==> config.mk <==
export PLATFORM = sky130hd
export DESIGN_NAME = cyc_mem_seq
export DESIGN_NICKNAME = d
export VERILOG_FILES = /design/src/rtl/cms_pkg.sv /design/src/rtl/cms_pulse_gen.sv /design/src/rtl/cms_addr_reg.sv /design/src/rtl/cms_word_buf.sv /design/src/rtl/cms_par_alarm.sv /design/src/rtl/cyc_mem_seq.sv
export SDC_FILE = /design/constraint.sdc
export NUM_CORES = 1
export LEC_CHECK = 0
export CAP_MARGIN = 25
export CELL_PAD_IN_SITES_DETAIL_PLACEMENT = 1
export CELL_PAD_IN_SITES_GLOBAL_PLACEMENT = 2
export CORE_AREA = 2 2 92 94
export DETAILED_ROUTE_END_ITERATION = 10
export DIE_AREA = 0 0 94 96
export GPL_TIMING_DRIVEN = 0
export PLACE_DENSITY = 0.88
export SLEW_MARGIN = 20
export SYNTH_ARGS = -nofsm -noshare
export SYNTH_HDL_FRONTEND = slang
export SYNTH_HIERARCHICAL = 1
export SYNTH_SLANG_ARGS = --single-unit
==> constraint.sdc <==
create_clock -name clk -period 2.6 [get_ports clk]
set_input_delay 0.39 -clock clk [delete_from_list [all_inputs] [get_ports clk]]
set_output_delay 0.39 -clock clk [all_outputs]
set_load 0.01 [all_outputs]
==> src/rtl/cms_pkg.sv <==
// Package: shared widths, pulse numbers and the parity helper for the
// cyclic memory sequencer. Assumes pulses are numbered from 1.
package cms_pkg;
    localparam int DATA_W = 15;
    localparam int WORD_W = DATA_W + 1;
    localparam int NUM_TP = 12;
    localparam int TP_W   = $clog2(NUM_TP + 1);

    localparam logic [TP_W-1:0] TP_ADDR      = TP_W'(1);
    localparam logic [TP_W-1:0] TP_RD_ERAS   = TP_W'(5);
    localparam logic [TP_W-1:0] TP_RD_FIX    = TP_W'(6);
    localparam logic [TP_W-1:0] TP_CHK_ERAS  = TP_RD_ERAS + TP_W'(1);
    localparam logic [TP_W-1:0] TP_CHK_FIX   = TP_RD_FIX + TP_W'(1);
    localparam logic [TP_W-1:0] TP_WIN_FIRST = TP_W'(7);
    localparam logic [TP_W-1:0] TP_WIN_LAST  = TP_W'(10);
    localparam logic [TP_W-1:0] TP_WB        = TP_WIN_LAST + TP_W'(1);
    localparam logic [TP_W-1:0] TP_LAST      = TP_W'(NUM_TP);

    // Parity bit that makes the total count of ones odd.
    function automatic logic odd_par(input logic [DATA_W-1:0] d);
        return ~(^d);
    endfunction
endpackage

==> src/rtl/cms_pulse_gen.sv <==
// Timing pulse generator: counts 1..NUM_TP forever.
// Assumes: synchronous active-low reset; reset value is pulse 1.
module cms_pulse_gen
    import cms_pkg::*;
(
    input  logic            clk,
    input  logic            rst_n,
    output logic [TP_W-1:0] tp
);
    // Advance the pulse number, wrapping from the last pulse to the first.
    always_ff @(posedge clk) begin
        if (!rst_n)
            tp <= TP_ADDR;
        else if (tp == TP_LAST)
            tp <= TP_ADDR;
        else
            tp <= tp + TP_W'(1);
    end
endmodule

==> src/rtl/cms_addr_reg.sv <==
// Address register: holds the address and memory type for one cycle.
// Assumes: load is a single-pulse strobe from the sequencer.
module cms_addr_reg #(
    parameter int ADDR_W = 12
) (
    input  logic              clk,
    input  logic              rst_n,
    input  logic              load,
    input  logic [ADDR_W-1:0] req_addr,
    input  logic              req_fixed,
    output logic [ADDR_W-1:0] addr_q,
    output logic              fixed_q
);
    // Capture the request on the load pulse, hold otherwise.
    always_ff @(posedge clk) begin
        if (!rst_n) begin
            addr_q  <= '0;
            fixed_q <= 1'b0;
        end else if (load) begin
            addr_q  <= req_addr;
            fixed_q <= req_fixed;
        end
    end
endmodule

==> src/rtl/cms_word_buf.sv <==
// Buffer register: loaded from memory on the read strobe. Data bits can be
// overwritten by the processor when the write is qualified. The write-back
// word with fresh parity is produced here. Assumes rd_strobe and wr_ok are
// never high together.
module cms_word_buf
    import cms_pkg::*;
(
    input  logic              clk,
    input  logic              rst_n,
    input  logic              rd_strobe,
    input  logic [WORD_W-1:0] rd_word,
    input  logic              wr_ok,
    input  logic [DATA_W-1:0] wr_data,
    output logic [WORD_W-1:0] buf_q,
    output logic [WORD_W-1:0] wb_word
);
    // Load from memory, or take processor data bits.
    always_ff @(posedge clk) begin
        if (!rst_n)
            buf_q <= '0;
        else if (rd_strobe)
            buf_q <= rd_word;
        else if (wr_ok)
            buf_q[DATA_W-1:0] <= wr_data;
    end

    // Regenerate parity from the data bits for write-back.
    always_comb begin
        wb_word = {odd_par(buf_q[DATA_W-1:0]), buf_q[DATA_W-1:0]};
    end
endmodule

==> src/rtl/cms_par_alarm.sv <==
// Parity checker with sticky alarm. Assumes chk_en is high for one pulse
// per cycle, when the buffer holds a freshly read word.
module cms_par_alarm
    import cms_pkg::*;
(
    input  logic              clk,
    input  logic              rst_n,
    input  logic              chk_en,
    input  logic [WORD_W-1:0] word,
    input  logic              clr,
    output logic              alarm
);
    logic par_err;

    // Even count of ones is an error.
    always_comb begin
        par_err = chk_en && !(^word);
    end

    // A new error wins over a clear; otherwise the alarm holds.
    always_ff @(posedge clk) begin
        if (!rst_n)
            alarm <= 1'b0;
        else
            alarm <= par_err | (alarm & ~clr);
    end
endmodule

==> src/rtl/cyc_mem_seq.sv <==
// Cyclic memory sequencer top. It runs a 12-pulse cycle: address latch,
// read into the buffer, processor window, then write-back to erasable
// memory. Assumes memory returns read data in the same pulse as mem_rd_en.
module cyc_mem_seq
    import cms_pkg::*;
#(
    parameter int ADDR_W = 12
) (
    input  logic              clk,
    input  logic              rst_n,
    input  logic [ADDR_W-1:0] req_addr,
    input  logic              req_fixed,
    output logic [TP_W-1:0]   tp,
    output logic [ADDR_W-1:0] mem_addr,
    output logic              mem_fixed,
    output logic              mem_rd_en,
    input  logic [WORD_W-1:0] mem_rd_data,
    output logic              mem_wr_en,
    output logic [WORD_W-1:0] mem_wr_data,
    output logic              cpu_win,
    output logic [DATA_W-1:0] cpu_rdata,
    input  logic              cpu_we,
    input  logic [DATA_W-1:0] cpu_wdata,
    input  logic              alarm_clr,
    output logic              parity_alarm
);
    logic              load_addr;
    logic              chk_en;
    logic              wr_ok;
    logic [WORD_W-1:0] buf_q;

    cms_pulse_gen u_pulse (
        .clk   (clk),
        .rst_n (rst_n),
        .tp    (tp)
    );

    // Decode per-pulse strobes from the pulse number and memory type.
    always_comb begin
        load_addr = (tp == TP_ADDR);
        mem_rd_en = mem_fixed ? (tp == TP_RD_FIX) : (tp == TP_RD_ERAS);
        chk_en    = mem_fixed ? (tp == TP_CHK_FIX) : (tp == TP_CHK_ERAS);
        cpu_win   = (tp >= TP_WIN_FIRST) && (tp <= TP_WIN_LAST);
        wr_ok     = cpu_win && cpu_we;
        mem_wr_en = (tp == TP_WB) && !mem_fixed;
        cpu_rdata = buf_q[DATA_W-1:0];
    end

    cms_addr_reg #(.ADDR_W(ADDR_W)) u_addr (
        .clk       (clk),
        .rst_n     (rst_n),
        .load      (load_addr),
        .req_addr  (req_addr),
        .req_fixed (req_fixed),
        .addr_q    (mem_addr),
        .fixed_q   (mem_fixed)
    );

    cms_word_buf u_buf (
        .clk       (clk),
        .rst_n     (rst_n),
        .rd_strobe (mem_rd_en),
        .rd_word   (mem_rd_data),
        .wr_ok     (wr_ok),
        .wr_data   (cpu_wdata),
        .buf_q     (buf_q),
        .wb_word   (mem_wr_data)
    );

    cms_par_alarm u_alarm (
        .clk   (clk),
        .rst_n (rst_n),
        .chk_en(chk_en),
        .word  (buf_q),
        .clr   (alarm_clr),
        .alarm (parity_alarm)
    );
endmodule

==> results of run 1 <==
==> worst register-to-register path, delay by kind of cell, from the launching register on <==
kind,cells,cell delay (ps)
flops,1,530
buf+inv,2,470
mux,2,410
simple gates,2,260
compound gates,1,80
==> registers in the layout, indices dropped and copies added, names as in the netlist <==
register	flops
u_addr/addr_q	12
u_addr/fixed_q	1
u_buf/buf_q	16
u_alarm/alarm	1
u_pulse/tp	4
==> layer usage <==
layer  routed length [um]  up-vias
met5                    0        -
met2                 2560       63
met3                  402        8
met4                   60        0
met1                 2250      804
li1                     -      841
==> how the worst min path moves through the flow <==
stage | slack (ps) | cells past startpoint | startpoint | to
after global placement | 470 | 2 | u_alarm/alarm | u_alarm/alarm
after detailed placement | 490 | 2 | u_alarm/alarm | u_alarm/alarm
final | 490 | 2 | u_alarm/alarm | u_alarm/alarm
after global routing | 510 | 2 | u_alarm/alarm | u_alarm/alarm
after CTS | 500 | 2 | u_alarm/alarm | u_alarm/alarm
after floorplan | 480 | 1 | rst_n | u_pulse/tp[0]
==> logic make-up (layout without fill, tap and decap cells) <==
kind of cell               Yosys count  in the layout  share of synthesized area (%)
and+or+nand+nor                     33             33                           10.4
DFF                                 34             34                           36.4
adders and majority gates            2              2                           1.34
xor gates and xnor gates            27             27                           15.3
buffers and inverters               28            133                           10.2
muxes                               31             31                           16.6
AOI/OAI and AO/OA                   36             36                           9.78
==> cells in the final DEF (no fill, tap or decap), types with 2 or more instances in the layout <==
cell type and count:
buf_4 16, ha_1 2, nand3_1 2, xnor3_1 3, nor2b_1 15, clkbuf_1 5
nand2_1 4, xnor2_1 21, o21ai_0 16, xor2_1 2, a21oi_1 18, nor3_1 2
clkbuf_8 6, nand3b_1 2, mux2i_1 31, nand2b_1 3, clkdlybuf4s50_1 99, dfxtp_1 34
inv_1 3
==> report_power, final <==
part           switching (uW)  internal (uW)  total [uW]  leakage, uW
Clock                     180            204         384    0.0000431
Sequential               59.5            568         628     0.000278
Combinational             236            415         652     0.000796
==> per-stage QoR <==
stage | cell area (um^2) | instances | total power, uW
floorplan | 1870 | 191 | 992
global placement | 2990 | 395 | 1290
detailed placement | 2990 | 395 | 1300
CTS | 3070 | 401 | 1700
global route | 3070 | 401 | 1770
finish | 3070 | 401 | 1660
==> final cells by class <==
type | instances | area [um^2]
buffer | 24 | 175
clock buffer | 6 | 82.6
fill | 921 | 4980
inverter | 4 | 15.0
multi-input combinational | 129 | 997
sequential | 34 | 681
tap | 105 | 131
timing repair buffer | 99 | 991
==> summary.md, run 1 <==
| Metric | Value |
|---|---|
| Clock network latency to the later pin of the worst-skew pair | 280 ps |
| Stages on worst setup path | 4 |
| FF-to-FF End | u_buf/buf_q[4] |
| Fin worst setup slack | 137 ps |
| CTS tree | yes |
| Global-route wire length before repair | 8200 um |
| DRT iter0 DRCs | 12 |
| Grt met3 use | 3.76% |
| #FFs+latches synth | 34 |
| Power Density | 542 nW/um^2 |
| Clk_skew | 4.05 ps |
| Antenna-violating nets left | 0 |
| Final global-route overflow total | 0 |
| Async set-reset flop share out of synthesis | 0% |
| Final setup TNS | 0 ps |
| Crit path from | u_buf/buf_q[1] |
| DRC | 0 |
| CTS Sinks | 34 |
| Max rail drop VDD | 0.202 mV |
| Vias | 1716 |
| Clk slew on worst S/H paths | 70 ps |
| Num CTS Buffers | 5 |
| Hold/Removal Path Class | reg -> reg |
| R2R cell count | 7 |
| Largest net degree at the start of global routing | 18 |
| Cts repair resizes | 0 |
| Final Hold Fails | 0 |
| Die Ht | 96 um |
| Net Count, Synth | 241 |
| Die Wd | 94 um |
| RSZ-0062 raised after global routing | no |
| Worst slew margin | 61.1% |
| Worst setup path endpoint | mem_wr_data[15] |
| P_leak | 0.00112 uW |
| YS warnings | 6 |
| Drt total wl | 5270 um |
| CP Capture Type | output port |
| Fraction of layout cells with a size suffix above 1 | 9.12% |
| Post-CTS Repair Setup Buffers | 0 |
| Top-area cell type share of the netlist area | 36.4% |
| Synthesized area | 1870 um^2 |
| GRT met1 Usage | 13.7% |
| Top-count cell post-synth | dfxtp_1 |
| CTS Hold Bufs | 0 |
| Slowest stage delay, CP | 500 ps |
| Vias in the first global route | 1738 |
| Hpwl dp | 4110 um |
| Initial Utilization | 23.2% |
| F_max | 406 MHz |
| Worst path top cell family by delay | XOR/XNOR gates |
| Diode count | 0 |
| Die area | 9020 um^2 |
| Avg WL per Cell | 13.2 um |
| Critical-path cell list | xnor2_1 > xnor2_1 > xnor3_1 > clkdlybuf4s50_1 |
| Slew Viols, Final | 0 |
| Routability Congestion | 0.697 |
| Fin util | 38.2% |
| Core Area | 8050 um^2 |
| Commonest cells post-synth | 34 x dfxtp_1, 31 x mux2i_1, 21 x xnor2_1 |
| Area growth from synthesis to layout | 64.5% |
| Kind of critical path | reg -> out |
| Vias per cell | 4.28 |
| WP data required | 2210 ps |
| I/O pins | 100 |
| Reg-to-reg slack, setup | 710 ps |
| Antenna violations before repair | 0 |
| Tcrit/Tclk final | 94.7% |
| Syn Area/Cell | 9.78 um^2 |
| Post-layout minimum cycle time | 2460 ps |
| Grt met2 use | 20.2% |
| Setup Slack @ Placement | 426 ps |
| Crit-path slowest cell | clkdlybuf4s50_1 |
| Deepest clock path buffer count | 2 |
| Reg2reg start | u_pulse/tp[0] |
| Post-Syn Instances | 191 |
| Most used cell, CP | xnor2_1 |
| Setup Viol. Count Final | 0 |
| Post-synthesis sequential area ratio | 36.4% |
| GR peak layer | met2 |
| Crit start category | flip-flop |
| Yosys top cell by area | dfxtp_1 |
| Arrival time worst endpoint | 2070 ps |
| Port-buffer cells | 99 |
| Clock root cell | clkbuf_8 |
| Top_reg_cell synth | dfxtp_1 |
| Top cells by area, synth | dfxtp_1 36%, mux2i_1 17%, xnor2_1 9.8% |
| Num rows | 33 |
| CP Max Fanout | 5 |
| Unique cell type count in the Yosys netlist | 29 |
| Worst path bufs/invs | 1 |
| Status | complete, no violations |
| Final hold slack | 493 ps |
| Tightest Pin Transition | 581 ps |
| Max cap viols | 0 |
| Final nets | 347 |
| Global-route usage over all layers | 11.6% |
| First-pass detailed-route iteration total | 4 |
| H-Tree Depth | 2 |
| Number of flops mapped to enable cells by yosys | 0 |
(Power assumes the default switching activity.)
==> run 2, diff against run 1 <==
Clock period 2.6 ns to 2.9 ns, I/O delays scaled along.
==> results of run 2 <==
Same layout as run 1 (identical final DEF). Status: complete, no violations.
Main changes from that run: setup slack after placement 426 ps -> 681 ps; setup slack after layout 137 ps -> 392 ps; register-to-register setup slack 710 ps -> 1010 ps; total power 1660 uW -> 1490 uW; worst IR drop on VDD 0.202 mV -> 0.181 mV
==> run 3, diff against run 2 <==
Settings changed: ABC_AREA set to 1, CORE_AREA 2 2 92 94 to 2 2 111 113, DIE_AREA 0 0 94 96 to 0 0 113 115, PLACE_DENSITY 0.88 to 0.87.
==> run 3 against run 2 <==
Effect of this change: final cell count rose by 78%; sequential power rose by 5.0%; first-iteration DRC count rose to 8.0 times the previous value; sequential share of layout area fell by 4.6 points; the flow now finishes with violations (design-rule violations); critical path depth rose by 5; combinational power rose by 40%; synthesized area rose by 35%; non-clock buffer count rose by 2; count of clock-buffer cells in the layout fell by 1; clock power rose by 83%.
==> summary.md, run 3 <==
| Metric | Value |
|---|---|
| Largest Register | u_buf/buf_q |
| Fillers | 1578 (+71%) |
| Switching power | 719 uW |
| Async set-reset flop share out of synthesis | 0% (unchanged) |
| Largest net degree at the start of global routing | 15 (-3) |
| Arrival time worst endpoint | 2060 ps (about the same) |
| Deepest clock path buffer count | 2 (unchanged) |
| Post-synthesis sequential area ratio | 27.0% (-9.5 points) |
| Top_reg_cell synth | dfxtp_1 |
| Crit start category | flip-flop |
| CP Capture Type | output port |
| Vias | 2981 (+74%) |
| DRT iter0 DRCs | 96 (+84) |
| Top Registers | u_buf/buf_q (16), u_addr/addr_q (12), u_pulse/tp (4) |
| Kind of critical path | reg -> out |
| Fin worst setup slack | 408 ps |
| Setup Slack @ Placement | 723 ps |
| Die area | 13000 um^2 (+44%) |
| First-pass detailed-route iteration total | 7 (+3) |
| Initial Utilization | 21.4% (-1.8 points) |
| Sw Ratio | 35.2% |
| Final setup TNS | 0 ps (unchanged) |
| Non-Filler Instances | 715 (+78%) |
| Commonest cells post-synth | 220 x nand2_1, 76 x inv_1, 45 x nor2_1 |
| F_max | 401 MHz |
| Core Area | 11800 um^2 (+47%) |
| Num CTS Buffers | 5 (unchanged) |
| Yosys top cell by area | nand2_1 |
| Commonest non-fill, non-tap cell in the layout | nand2_1 |
| Top-count cell post-synth | nand2_1 |
| Hold/Removal Path Class | reg -> reg |
| Multiplexer share of the synthesized area | 0% (-17 points) |
| Top-area cell type share of the netlist area | 32.7% (-3.7 points) |
| WP data required | 2470 ps |
| Avg WL per Cell | 12.3 um (-6.2%) |
| Largest family of logic cells by synthesized area | simple AND/OR/NAND/NOR gates |
| Slew Viols, Final | 0 (unchanged) |
| Commonest cells after routing, fill and taps aside | 220 x nand2_1, 99 x clkdlybuf4s50_1, 76 x inv_1 |
| CTS tree | yes |
| Max cap viols | 0 (unchanged) |
| Net Count, Synth | 511 (+110%) |
| Post-CTS Repair Setup Buffers | 0 (unchanged) |
| Top cells by area, synth | nand2_1 33%, dfxtp_1 27%, inv_1 11% |
| Diode count | 0 (unchanged) |
| Final nets | 617 (+78%) |
| Cts repair resizes | 0 (unchanged) |
| Placed insts | 707 (+79%) |
| Clock Power Share | 30.9% (+7.8 points) |
| CTS Hold Bufs | 0 (unchanged) |
| Final Hold Fails | 0 (unchanged) |
| Global-route wire length before repair | 14400 um (+75%) |
| Max rail drop VDD | 0.252 mV |
| XOR/XNOR share of the synthesized area | 0.694% (-15 points) |
| Logic pwr share | 40.1% (+0.9 points) |
| Setup Viol. Count Final | 0 (unchanged) |
| Port-buffer cells | 99 (unchanged) |
| Number of flops mapped to enable cells by yosys | 0 (unchanged) |
| Hpwl dp | 7110 um (+73%) |
| CTS Sinks | 34 (unchanged) |
| H-Tree Depth | 2 (unchanged) |
| Clock root cell | clkbuf_16 |
| Area growth from synthesis to layout | 53.3% |
| Antenna violations before repair | 0 (unchanged) |
| DRC | 5 (+5) |
| CP Max Fanout | 8 (+3) |
| Die Wd | 113 um (+20%) |
| YS warnings | 6 (unchanged) |
| Tightest Pin Transition | 559 ps (-22.0 ps) |
| Tcrit/Tclk final | 85.9% |
| Sequential power share | 29.0% (-8.7 points) |
| Final global-route overflow total | 0 (unchanged) |
| PnR Total Power | 2040 uW |
| #FFs+latches synth | 34 (unchanged) |
| P_leak | 0.00195 uW (+75%) |
| Adder-cell share of the synthesized area | 0.991% (-0.35 points) |
| Pint | 1320 uW |
| Post-layout minimum cycle time | 2490 ps |
| Power Density | 527 nW/um^2 |
| Vias in the first global route | 3156 (+82%) |
| Simple logic cell fraction of the synthesized area | 45.5% (+35 points) |
| Synthesized area | 2520 um^2 (+35%) |
| Clock network latency to the later pin of the worst-skew pair | 280 ps (about the same) |
| Drt total wl | 8820 um (+67%) |
| RSZ-0062 raised after global routing | no |
| Unique cell type count in the Yosys netlist | 22 (-24%) |
| Antenna-violating nets left | 0 (unchanged) |
| Status | finished with violations |
| Die Ht | 115 um (+20%) |
| Largest register FFs | 16 (unchanged) |
| Clk_skew | 3.55 ps (-0.504 ps) |
| Failing checks | design-rule violations |
| Fraction of layout cells with a size suffix above 1 | 7.57% (-1.6 points) |
| Post-synthesis compound-gate area fraction | 6.10% (-3.7 points) |
| Clk slew on worst S/H paths | 60 ps (about the same) |
| Syn Area/Cell | 5.48 um^2 (-44%) |
| Num rows | 40 (+21%) |
| Global-route usage over all layers | 13.8% (+2.2 points) |
| Post-Syn Instances | 461 (+140%) |
| Vias per cell | 4.17 (-2.6%) |
| Routability Congestion | 0.769 (+10%) |
| Worst slew margin | 62.6% (+1.5 points) |
| I/O pins | 100 (unchanged) |
[run 3: cell types whose count changed after synthesis, moves of 18 or more]
cell / previous run / this run
a21oi_1: 18 / 0
xnor2_1: 21 / 2
inv_1: 3 / 76
nand2_1: 4 / 220
nor2_1: 1 / 45
mux2i_1: 31 / 0
[run 3: final cells by class]
type                       instances  area [um^2]  area share, %
buffer                            26          205           5.30
inverter                          78          293           7.57
timing repair buffer              99          991           25.6
tap                              147          184           4.75
clock buffer                       5          125           3.23
sequential                        34          681           17.6
clock inverter                     3         45.0           1.16
multi-input combinational        323         1350           34.8
[run 3: routing by layer]
layer	up-vias	global-route usage [%]	wire (um)
met4	0	4.47	146
met2	65	25.7	4430
li1	1550	-	-
met1	1356	15.4	3720
met5	-	0	0
met3	10	3.80	532
[run 3: stage by stage]
| step | hold WS [ps] | utilization (%) | cell area [um^2] |
|---|---|---|---|
| 5_1_grt | 508 | 32.8 | 3870 |
| 4_1_cts | 473 | 32.8 | 3870 |
| 3_3_place_gp | 459 | 31.3 | 3700 |
| 6_report | 470 | 32.8 | 3870 |
| 2_1_floorplan | 492 | - | 2520 |
| 3_5_place_dp | 467 | 31.3 | 3700 |
[run 3: path summary, 6_finish.rpt]
path | start | to | slack [ps] | depth (start not counted)
setup / recovery | u_buf/buf_q[10] | mem_wr_data[15] | 410 | 9
hold / removal | u_addr/addr_q[0] | u_addr/addr_q[0] | 470 | 2
setup reg to reg | u_pulse/tp[2] | u_buf/buf_q[8] | 800 | 9
hold reg to reg | u_addr/addr_q[0] | u_addr/addr_q[0] | 470 | 2
[run 3: cells by family after synthesis]
logic type               Yosys count
AO/OA/AOI/OAI                     26
flip-flops                        34
XOR/XNOR                           2
adder cells (fa/ha/maj)            2
AND/OR/NAND/NOR                  293
buffers and inverters            104
[run 3: critical path, cell delays in order (launching register included)]
cell	delay [ps]
dfxtp_1	570
nor2_1	120
nor2_1	130
nand2_1	90
nand2_1	90
nand2_1	60
nand2_1	60
nand2_1	40
nand2_1	70
clkdlybuf4s50_1	530
[run 3: power groups by stage]
stage | clock, uW | sequential, uW | combinational [uW]
floorplan | 0 | 608 | 454
global placement | 0 | 598 | 799
detailed placement | 0 | 603 | 830
CTS | 650 | 593 | 834
global route | 675 | 603 | 922
finish | 630 | 591 | 818
